--- src/rtl/eia_pkg.sv ---
// Shared constants and the register address map for the interrupt aggregator.
// Assumes a 16-bit register interface with word addresses.
package eia_pkg;
    localparam int PIN_COUNT = 8;
    localparam int PRIO_W    = 4;
    localparam int REG_W     = 16;
    localparam int ADDR_W    = 2;

    typedef enum logic [ADDR_W-1:0] {
        ADDR_CTRL = 2'd0,
        ADDR_PRIO = 2'd1,
        ADDR_STAT = 2'd2,
        ADDR_NONE = 2'd3
    } reg_addr_e;
endpackage

--- src/rtl/eia_sync.sv ---
// Multi-stage synchroniser for a bus of independent asynchronous pins.
// Assumes each pin is a slow level, so no bus coherence is needed.
module eia_sync #(
    parameter int N      = 8,
    parameter int STAGES = 2
) (
    input  logic         clk,
    input  logic         rst_n,
    input  logic [N-1:0] async_in,
    output logic [N-1:0] sync_out
);
    logic [N-1:0] chain_q [STAGES];

    genvar g;
    generate
        for (g = 0; g < STAGES; g++) begin : g_stage
            // Shift the pin levels one stage deeper each clock.
            always_ff @(posedge clk) begin
                if (!rst_n) chain_q[g] <= '0;
                else if (g == 0) chain_q[g] <= async_in;
                else chain_q[g] <= chain_q[(g == 0) ? 0 : g-1];
            end
        end
    endgenerate

    assign sync_out = chain_q[STAGES-1];

    generate
        if (STAGES == 2) begin : g_lat_chk
            logic [1:0] warm_q;
            // Count edges since reset so the latency check looks back only into valid history.
            always_ff @(posedge clk) begin
                if (!rst_n) warm_q <= '0;
                else if (warm_q != 2'd3) warm_q <= warm_q + 2'd1;
            end

            sync_latency_chk: assert property (@(posedge clk) disable iff (!rst_n)
                (warm_q == 2'd3) |-> (sync_out == $past(async_in, 2)));
        end
    endgenerate
endmodule

--- src/rtl/eia_regs.sv ---
// Software-visible registers: control (enables and senses), priority, status.
// Assumes a single-cycle write strobe and a combinational read.
module eia_regs
    import eia_pkg::*;
#(
    parameter int N     = PIN_COUNT,
    parameter int PW    = PRIO_W,
    parameter int RW    = REG_W
) (
    input  logic              clk,
    input  logic              rst_n,
    input  logic              wr,
    input  logic [ADDR_W-1:0] addr,
    input  logic [RW-1:0]     wdata,
    input  logic [N-1:0]      status,
    output logic [N-1:0]      enable,
    output logic [N-1:0]      sense,
    output logic [PW-1:0]     prio,
    output logic [RW-1:0]     rdata
);
    localparam int PRIO_LSB = RW - PW;

    logic [N-1:0]  enable_q;
    logic [N-1:0]  sense_q;
    logic [PW-1:0] prio_q;

    // Store control and priority fields on writes to their addresses.
    always_ff @(posedge clk) begin
        if (!rst_n) begin
            enable_q <= '0;
            sense_q  <= '0;
            prio_q   <= '0;
        end else if (wr) begin
            if (addr == ADDR_CTRL) begin
                enable_q <= wdata[N-1:0];
                sense_q  <= wdata[2*N-1:N];
            end else if (addr == ADDR_PRIO) begin
                prio_q   <= wdata[RW-1:PRIO_LSB];
            end
        end
    end

    // Select the read word for the current address.
    always_comb begin
        rdata = '0;
        case (addr)
            ADDR_CTRL: begin
                rdata[N-1:0]   = enable_q;
                rdata[2*N-1:N] = sense_q;
            end
            ADDR_PRIO: rdata[RW-1:PRIO_LSB] = prio_q;
            ADDR_STAT: rdata[N-1:0]         = status;
            default:   rdata = '0;
        endcase
    end

    assign enable = enable_q;
    assign sense  = sense_q;
    assign prio   = prio_q;


    status_write_ignored_chk: assert property (@(posedge clk) disable iff (!rst_n)
        (wr && addr == ADDR_STAT) |=> ($stable(enable_q) && $stable(sense_q) && $stable(prio_q)));
endmodule

--- src/rtl/eia_detect.sv ---
// Per-pin level detection: polarity select, enable gating, group OR.
// Assumes synchronised pin levels; sense 0 means active low.
module eia_detect #(
    parameter int N = 8
) (
    input  logic [N-1:0] pin_sync,
    input  logic [N-1:0] enable,
    input  logic [N-1:0] sense,
    output logic [N-1:0] status,
    output logic         any_active
);
    genvar p;
    generate
        for (p = 0; p < N; p++) begin : g_pin
            // A pin requests when enabled and its level matches its sense select.
            always_comb status[p] = enable[p] && (pin_sync[p] == sense[p]);
        end
    endgenerate

    // Combine all pin requests into one group request.
    always_comb any_active = |status;
endmodule

--- src/rtl/ext_irq_aggregator.sv ---
// Eight-pin level-sensed interrupt aggregator with one shared priority.
// Assumes asynchronous pins, synchronous active-low reset, and a processor
// that raises irq_ack for one cycle when it takes the request.
module ext_irq_aggregator
    import eia_pkg::*;
#(
    parameter int N_PINS   = PIN_COUNT,
    parameter int PRIO_BITS = PRIO_W,
    parameter int SYNC_STAGES = 2
) (
    input  logic                 clk,
    input  logic                 rst_n,
    input  logic [N_PINS-1:0]    pin_in,
    input  logic                 reg_wr,
    input  logic [ADDR_W-1:0]    reg_addr,
    input  logic [REG_W-1:0]     reg_wdata,
    output logic [REG_W-1:0]     reg_rdata,
    input  logic                 irq_ack,
    output logic                 irq_req,
    output logic [PRIO_BITS-1:0] irq_level,
    output logic                 mask_load,
    output logic [PRIO_BITS-1:0] mask_level
);
    logic [N_PINS-1:0]    pin_sync;
    logic [N_PINS-1:0]    enable;
    logic [N_PINS-1:0]    sense;
    logic [N_PINS-1:0]    status;
    logic [PRIO_BITS-1:0] prio;
    logic                 any_active;
    logic                 load_q;
    logic [PRIO_BITS-1:0] level_q;

    eia_sync #(.N(N_PINS), .STAGES(SYNC_STAGES)) u_sync (
        .clk      (clk),
        .rst_n    (rst_n),
        .async_in (pin_in),
        .sync_out (pin_sync)
    );

    eia_regs #(.N(N_PINS), .PW(PRIO_BITS), .RW(REG_W)) u_regs (
        .clk    (clk),
        .rst_n  (rst_n),
        .wr     (reg_wr),
        .addr   (reg_addr),
        .wdata  (reg_wdata),
        .status (status),
        .enable (enable),
        .sense  (sense),
        .prio   (prio),
        .rdata  (reg_rdata)
    );

    eia_detect #(.N(N_PINS)) u_detect (
        .pin_sync   (pin_sync),
        .enable     (enable),
        .sense      (sense),
        .status     (status),
        .any_active (any_active)
    );

    // Raise the group request only when some pin is active and the group is unmasked.
    always_comb irq_req = any_active && (prio != '0);
    assign irq_level = prio;

    // Capture the priority as a one-cycle mask load when the processor accepts.
    always_ff @(posedge clk) begin
        if (!rst_n) begin
            load_q  <= 1'b0;
            level_q <= '0;
        end else begin
            load_q  <= irq_ack && irq_req;
            if (irq_ack && irq_req) level_q <= prio;
        end
    end

    assign mask_load  = load_q;
    assign mask_level = level_q;


    prio_zero_masks_chk: assert property (@(posedge clk) disable iff (!rst_n)
        (prio == '0) |-> !irq_req);


    ack_loads_level_chk: assert property (@(posedge clk) disable iff (!rst_n)
        (irq_ack && irq_req) |=> (mask_load && mask_level == $past(prio)));


    no_spurious_load_chk: assert property (@(posedge clk) disable iff (!rst_n)
        !(irq_ack && irq_req) |=> !mask_load);
endmodule

--- config.mk ---
export PLATFORM = sky130hd
export DESIGN_NAME = ext_irq_aggregator
export DESIGN_NICKNAME = d
export VERILOG_FILES = /design/src/rtl/eia_pkg.sv /design/src/rtl/eia_sync.sv /design/src/rtl/eia_regs.sv /design/src/rtl/eia_detect.sv /design/src/rtl/ext_irq_aggregator.sv
export SDC_FILE = /design/constraint.sdc
export NUM_CORES = 1
export LEC_CHECK = 0
export ABC_AREA = 1
export BUFFER_PORTS_ARGS = -buffer_cell sky130_fd_sc_hd__buf_2
export CAP_MARGIN = 20
export CORE_MARGIN = 2
export CORE_UTILIZATION = 37
export DETAILED_ROUTE_END_ITERATION = 10
export SETUP_SLACK_MARGIN = 0.1
export SLEW_MARGIN = 5
export SYNTH_ARGS = -nofsm -noshare
export SYNTH_HDL_FRONTEND = slang
export SYNTH_SLANG_ARGS = --single-unit
--- constraint.sdc ---
create_clock -name clk -period 2.45 [get_ports clk]
set_input_delay 0.245 -clock clk [delete_from_list [all_inputs] [get_ports clk]]
set_output_delay 0.245 -clock clk [all_outputs]
set_load 0.02 [all_outputs]
==> metrics, run 1 <==
Post-Place Setup Slack=approximately 0.97 ns; drt drc=0; Pleak=around 0.0012 uW; Worst Setup End Kind=primary output; ratio of cells with drive above 1 in the final layout=slightly above 30%; clock root cell=clkbuf_8; Tcrit/Tclk final=69.9%; Avg Cell Area, Syn=~7.3 um^2; CP max FO=6; most frequent cell after synthesis=inv_1; clk_skew=0.00621 ns; total core area=4720 um^2; Die Height=74.0 um; Worst VDD drop=0.212 mV; total placed cells including tap cells=roughly 360; CTS tree=yes; Via density=roughly 4.3; synthesized flop and latch total=slightly above 40; Synth area leader=dfxtp_1; WHS Path Cells=3; Iteration-0 DRC Markers=62; drt total wl=between 3000 and 4000 um; Post-Syn Nets=around 280; Slew Viols, Final=0; Max Clk Rate=0.584 GHz; top post-synthesis cells by count=inv_1, dfxtp_1, nand2_1; Tightest Hold Check Type=in2reg; cell count after synthesis=between 200 and 250; RSZ-0062 raised after global routing=no; Critical Path Start Type=flip-flop; PostCTS Resize Cnt=0; fillers=522; routability cong.=0.812; ys flop type=dfxtp_1; grt ovf=0; outcome=complete, no violations; P&R area growth vs syn=23.4%; Async SR Flop Fraction=0%; Nets=333; setup tns final=0 ns; Layout Cells excl Fill=roughly 370; PortBufs=55; Multi-input gate area=727 um^2; Post-DP HPWL=2830 um; register area=about 800 um^2; max_cap viols=0; post-synth top area share=~45%; die width=74.0 um; final hold vios=0; clk sinks=between 40 and 50; Post-Syn Area=~1800 um^2; minimum clock period after layout=roughly 1.7 ns; synth top area cells=dfxtp_1, inv_1, nand2_1; die area=about 5500 um^2; CTS Buf Count=5; PwrDens=between 600 and 700 nW/um^2; Worst Path Arrival=approximately 1.5 ns; Slew HR=a little under three fifths; H-tree depth=2; first-pass GRT wire length=between 6000 and 7000 um; largest net degree at the start of global routing=42; endpoints failing setup=0; ANT nets after route=0; CP required=~2.2 ns; EDFF count, synth=0; Setup WS post-layout=~0.74 ns; sequential cell area fraction in the yosys report=approximately 45%; Initial Utilization=between 30% and 40%; number of distinct library cells after synthesis=22; Slew @ Worst Pin=between 0.6 and 0.7 ns; ANT cells=0; routed via count=1599; Clock Tree Buf Depth=2; fin area=between 2000 and 2500 um^2; post-CTS setup buffers=0; Area after DPL=approximately 2100 um^2; 1st-pass router iterations=4; crit path kind=reg2out; initial antenna violation count=0; cell row count=25; number of global-route vias before repair=approximately 1400; GRT Overall Usage=15.2%; cells on worst reg2reg path=6; Post-CTS Hold Buffers=0; I/O pins=56; clk_lat worst skew=0.29 ns; clk slew on worst S/H paths=~0.080 ns; YS warnings=0; WL/cell=10.5 um
==> worst paths after layout <==
check,to,slack (ns),start
hold reg to reg,u_sync.chain_q[1][3],0.41,u_sync.chain_q[0][3]
setup / recovery,irq_req,0.74,u_regs.prio[1]
hold / removal,u_sync.chain_q[0][0],0.13,pin_in[0]
setup reg to reg,mask_level[2],1.24,u_regs.prio[3]
==> per-stage QoR <==
| step | util, % | hold WS, ns | power (uW) |
|---|---|---|---|
| 3_3_place_gp | 44.9 | 0.395 | 956 |
| 5_1_grt | 47.3 | 0.117 | 1560 |
| 6_report | 47.3 | 0.133 | 1480 |
| 2_1_floorplan | - | 0.338 | 889 |
| 4_1_cts | 47.3 | 0.118 | 1500 |
| 3_5_place_dp | 44.9 | 0.396 | 959 |
==> layout by cell type (no fill, tap or decap) <==
master	n
o22ai_1	4
buf_2	55
nand2_2	7
o21ai_0	20
clkbuf_8	5
a21boi_0	1
nand3_2	5
inv_1	47
nand2_1	39
clkinvlp_4	1
dfxtp_1	41
clkinv_4	1
nor2_2	3
nand3_4	1
nand4_1	5
nor2_8	1
nand3_1	3
bufinv_16	1
nor2_1	25
a21oi_1	20
nor3_1	7
nand2_4	2
inv_2	10
==> registers in the layout, summed over array words and instances, names as in the netlist <==
signal	count
u_regs.prio	4
u_regs.enable	8
u_sync.chain_q	16
u_regs.sense	8
mask_load	1
mask_level	4
==> logic make-up after synthesis <==
group | share of synthesized area (%)
AND/OR/NAND/NOR | 27.3
AO/OA/AOI/OAI | 12.8
flip-flops | 45.3
buffers and inverters | 14.6
==> layout make-up <==
type | count | share of cell area (%)
flip-flops and latches | 41 | 36.7
multi-input cells | 143 | 32.5
clock buffers | 5 | 3.08
repair buffers | 55 | 12.3
clock inverters | 3 | 2.07
inverters | 57 | 9.57
well taps | 67 | 3.75
==> where the power goes <==
group | internal [uW] | total [uW] | switching [uW] | leakage [uW]
clock | 305 | 541 | 236 | 0.0000543
combinational | 79.2 | 221 | 142 | 0.000786
sequential | 702 | 721 | 18.9 | 0.000337
==> layer usage <==
metal  part of all wire [%]  global-route usage [%]  vias to the layer above
li1                       -                       -                      872
met3                    3.0                    4.47                        2
met1                     51                    19.8                      698
met2                     46                    23.9                       27
met4                   0.87                    5.45                        0
met5                      0                       0                        -
==> worst max-delay path, cell delays in order (launching register included) <==
cell and delay (ns):
dfxtp_1 0.34, inv_1 0.09, nand4_1 0.27, a21boi_0 0.28, buf_2 0.21
No activity file was read; power rests on OpenSTA's default activity.
==> run 2, diff against run 1 <==
Settings changed: ABC_AREA 1 to 0.
Clock period 2.45 ns to 1.5 ns, I/O delays scaled along.
==> metrics, run 2 <==
routability cong.=around 0.75; Layout Cells excl Fill=307; Max Clk Rate=between 0.5 and 0.6 GHz; Pleak=between 0.001 and 0.0015 uW; CTS tree=yes; Nets=around 280; max_cap viols=0; cell count after synthesis=~190; ANT nets after route=0; 1st-pass router iterations=4; minimum clock period after layout=between 1.5 and 2 ns; crit path kind=reg2out; Setup WS post-layout=-0.214 ns; top post-synthesis cells by count=dfxtp_1, nand2_1, and2_1; Post-Syn Area=roughly 1700 um^2; Tightest Hold Check Type=in2reg; Slew @ Worst Pin=0.311 ns; commonest non-fill, non-tap cell in the layout=buf_2; clock root cell=clkbuf_8; switch share=between 20 and 25%; I/O pins=between 50 and 60; largest net degree at the start of global routing=46; ys flop type=dfxtp_1; sequential cell area fraction in the yosys report=48.6%; Worst Setup End Kind=primary output; Comb power frac=11.1%; GRT Overall Usage=between 10% and 20%; Avg Cell Area, Syn=slightly above 9 um^2; YS warnings=0; final hold vios=0; max reg flops=16; Crit-path slowest cell=dfxtp_2; total core area=roughly 4400 um^2; Pint=around 1900 uW; endpoints failing setup=6; Clock Tree Buf Depth=2; total placed cells including tap cells=between 200 and 300; synthesized flop and latch total=between 40 and 50; drt total wl=approximately 4000 um; grt ovf=0; routed via count=about 1400; final core occ=between 50 and 60%; Post-CTS Hold Buffers=0; PwrDens=1030 nW/um^2; net switching power=roughly 550 uW; number of global-route vias before repair=between 1000 and 1500; clk sinks=41; CP required=between 1 and 1.5 ns; Tcrit/Tclk final=114%; number of distinct library cells after synthesis=22; clock power share=between 40% and 50%; RSZ-0062 raised after global routing=yes; ratio of cells with drive above 1 in the final layout=between 40% and 50%; synth top area cells=dfxtp_1, nand2_1, and2_1; cell row count=24; Area after DPL=between 2000 and 2500 um^2; Seq pwr share=~46%; Synth area leader=dfxtp_1; crit-path max cell delay=around 0.34 ns; Via density=around 4.6; crit-path cells=xor2_2 > o22ai_2 > a221o_1 > o21a_1 > buf_6; outcome=finished, violations left; CTS Buf Count=5; H-tree depth=2; Slew Viols, Final=0; Iteration-0 DRC Markers=84; failing checks=negative setup slack; PortBufs=between 50 and 60; post-synth top area share=around 49%; die area=between 5000 and 6000 um^2; Post-DP HPWL=between 2000 and 3000 um; Slew HR=between 70 and 80%; fin area=between 2000 and 2500 um^2; most frequent cells in the layout=buf_2, nand2_1, dfxtp_1, buf_4, and2_1; clk_skew=roughly 0.0064 ns; P&R area growth vs syn=43.0%; WL/cell=roughly 13 um; ANT cells=0; drt drc=0; EDFF count, synth=0; Worst VDD drop=around 0.49 mV; Post-Syn Nets=215; Initial Utilization=around two fifths; initial antenna violation count=0; Critical Path Start Type=flip-flop; register with the most flip-flops=u_sync.chain_q; clk_lat worst skew=roughly 0.29 ns; first-pass GRT wire length=approximately 6300 um; Worst Path Arrival=about 1.6 ns; CP max FO=2; clk slew on worst S/H paths=approximately 0.080 ns; die width=about 72 um; Async SR Flop Fraction=0%; Die Height=71.6 um
==> run 2: cell types whose count changed after synthesis, sizes merged, moves of 9 or more <==
cell    before  now
inv         57    4
a21oi       20    0
nor2        29    5
mux2i        0   12
and2         0   22
nand3        9    0
a21boi       1   16
o21ai       20    0
==> run 2: area by class of cell <==
cell class,count,area [um^2]
sequential,41,842
multi-input combinational,128,908
timing repair buffer,74,452
clock buffer,5,68.8
inverter,4,15.0
clock inverter,3,65.1
tap,52,65.1
fill,409,1970
==> run 2: kinds of logic after synthesis <==
group / count (synthesis) / synth area share (%)
AO/OA/AOI/OAI: 26 / 11.9
buffers and inverters: 16 / 4.22
AND/OR/NAND/NOR: 82 / 24.1
XOR/XNOR: 8 / 4.15
flip-flops: 41 / 48.6
multiplexers: 12 / 7.11
==> run 2: power by group through the flow <==
stage | logic (uW) | clock network (uW) | registers (uW)
2_1_floorplan | 133 | 0 | 1170
3_3_place_gp | 235 | 0 | 1170
3_5_place_dp | 236 | 0 | 1170
4_1_cts | 246 | 1080 | 1150
5_1_grt | 302 | 1130 | 1160
6_report | 275 | 1050 | 1150
==> run 2: path summary, 6_finish.rpt <==
kind | start | to | slack (ns) | cells past startpoint
max reg2reg | u_regs.sense[1] | mask_load | -0.07 | 6
min reg2reg | u_sync.chain_q[0][4] | u_sync.chain_q[1][4] | 0.43 | 1
min | pin_in[4] | u_sync.chain_q[0][4] | 0.05 | 2
max | u_regs.sense[1] | irq_req | -0.21 | 5
==> run 2: repair_timing <==
action,4_1_cts,5_1_grt
setup endpoints to repair,11,14
resized for setup,11,27
hold endpoints to repair,0,0
setup buffers,1,5
pin swaps,6,13
==> run 2: critical path: cells and delay by family (launching register included) <==
kind | cells | cell delay [ns]
flip-flops | 1 | 0.34
buffers and inverters | 1 | 0.13
AO/OA/AOI/OAI | 3 | 0.62
XOR/XNOR | 1 | 0.18
==> run 2: metrics by stage <==
| stage | total power (uW) | setup TNS, ns | setup WS [ns] | hold WS [ns] |
|---|---|---|---|---|
| global route | 2590 | -0.865 | -0.267 | 0.0416 |
| global placement | 1410 | -0.0194 | -0.0194 | 0.350 |
| finish | 2480 | -0.470 | -0.214 | 0.0538 |
| detailed placement | 1410 | -0.155 | -0.0512 | 0.351 |
| CTS | 2480 | -0.841 | -0.212 | 0.0366 |
| floorplan | 1310 | 0 | 0.0513 | 0.272 |
==> run 2: per-layer routing <==
metal	GRT usage (%)	routed length, um	vias up
met4	8.18	75	0
met2	23.5	1910	37
met1	21.9	1820	641
li1	-	-	730
met5	0	0	-
met3	3.66	172	5
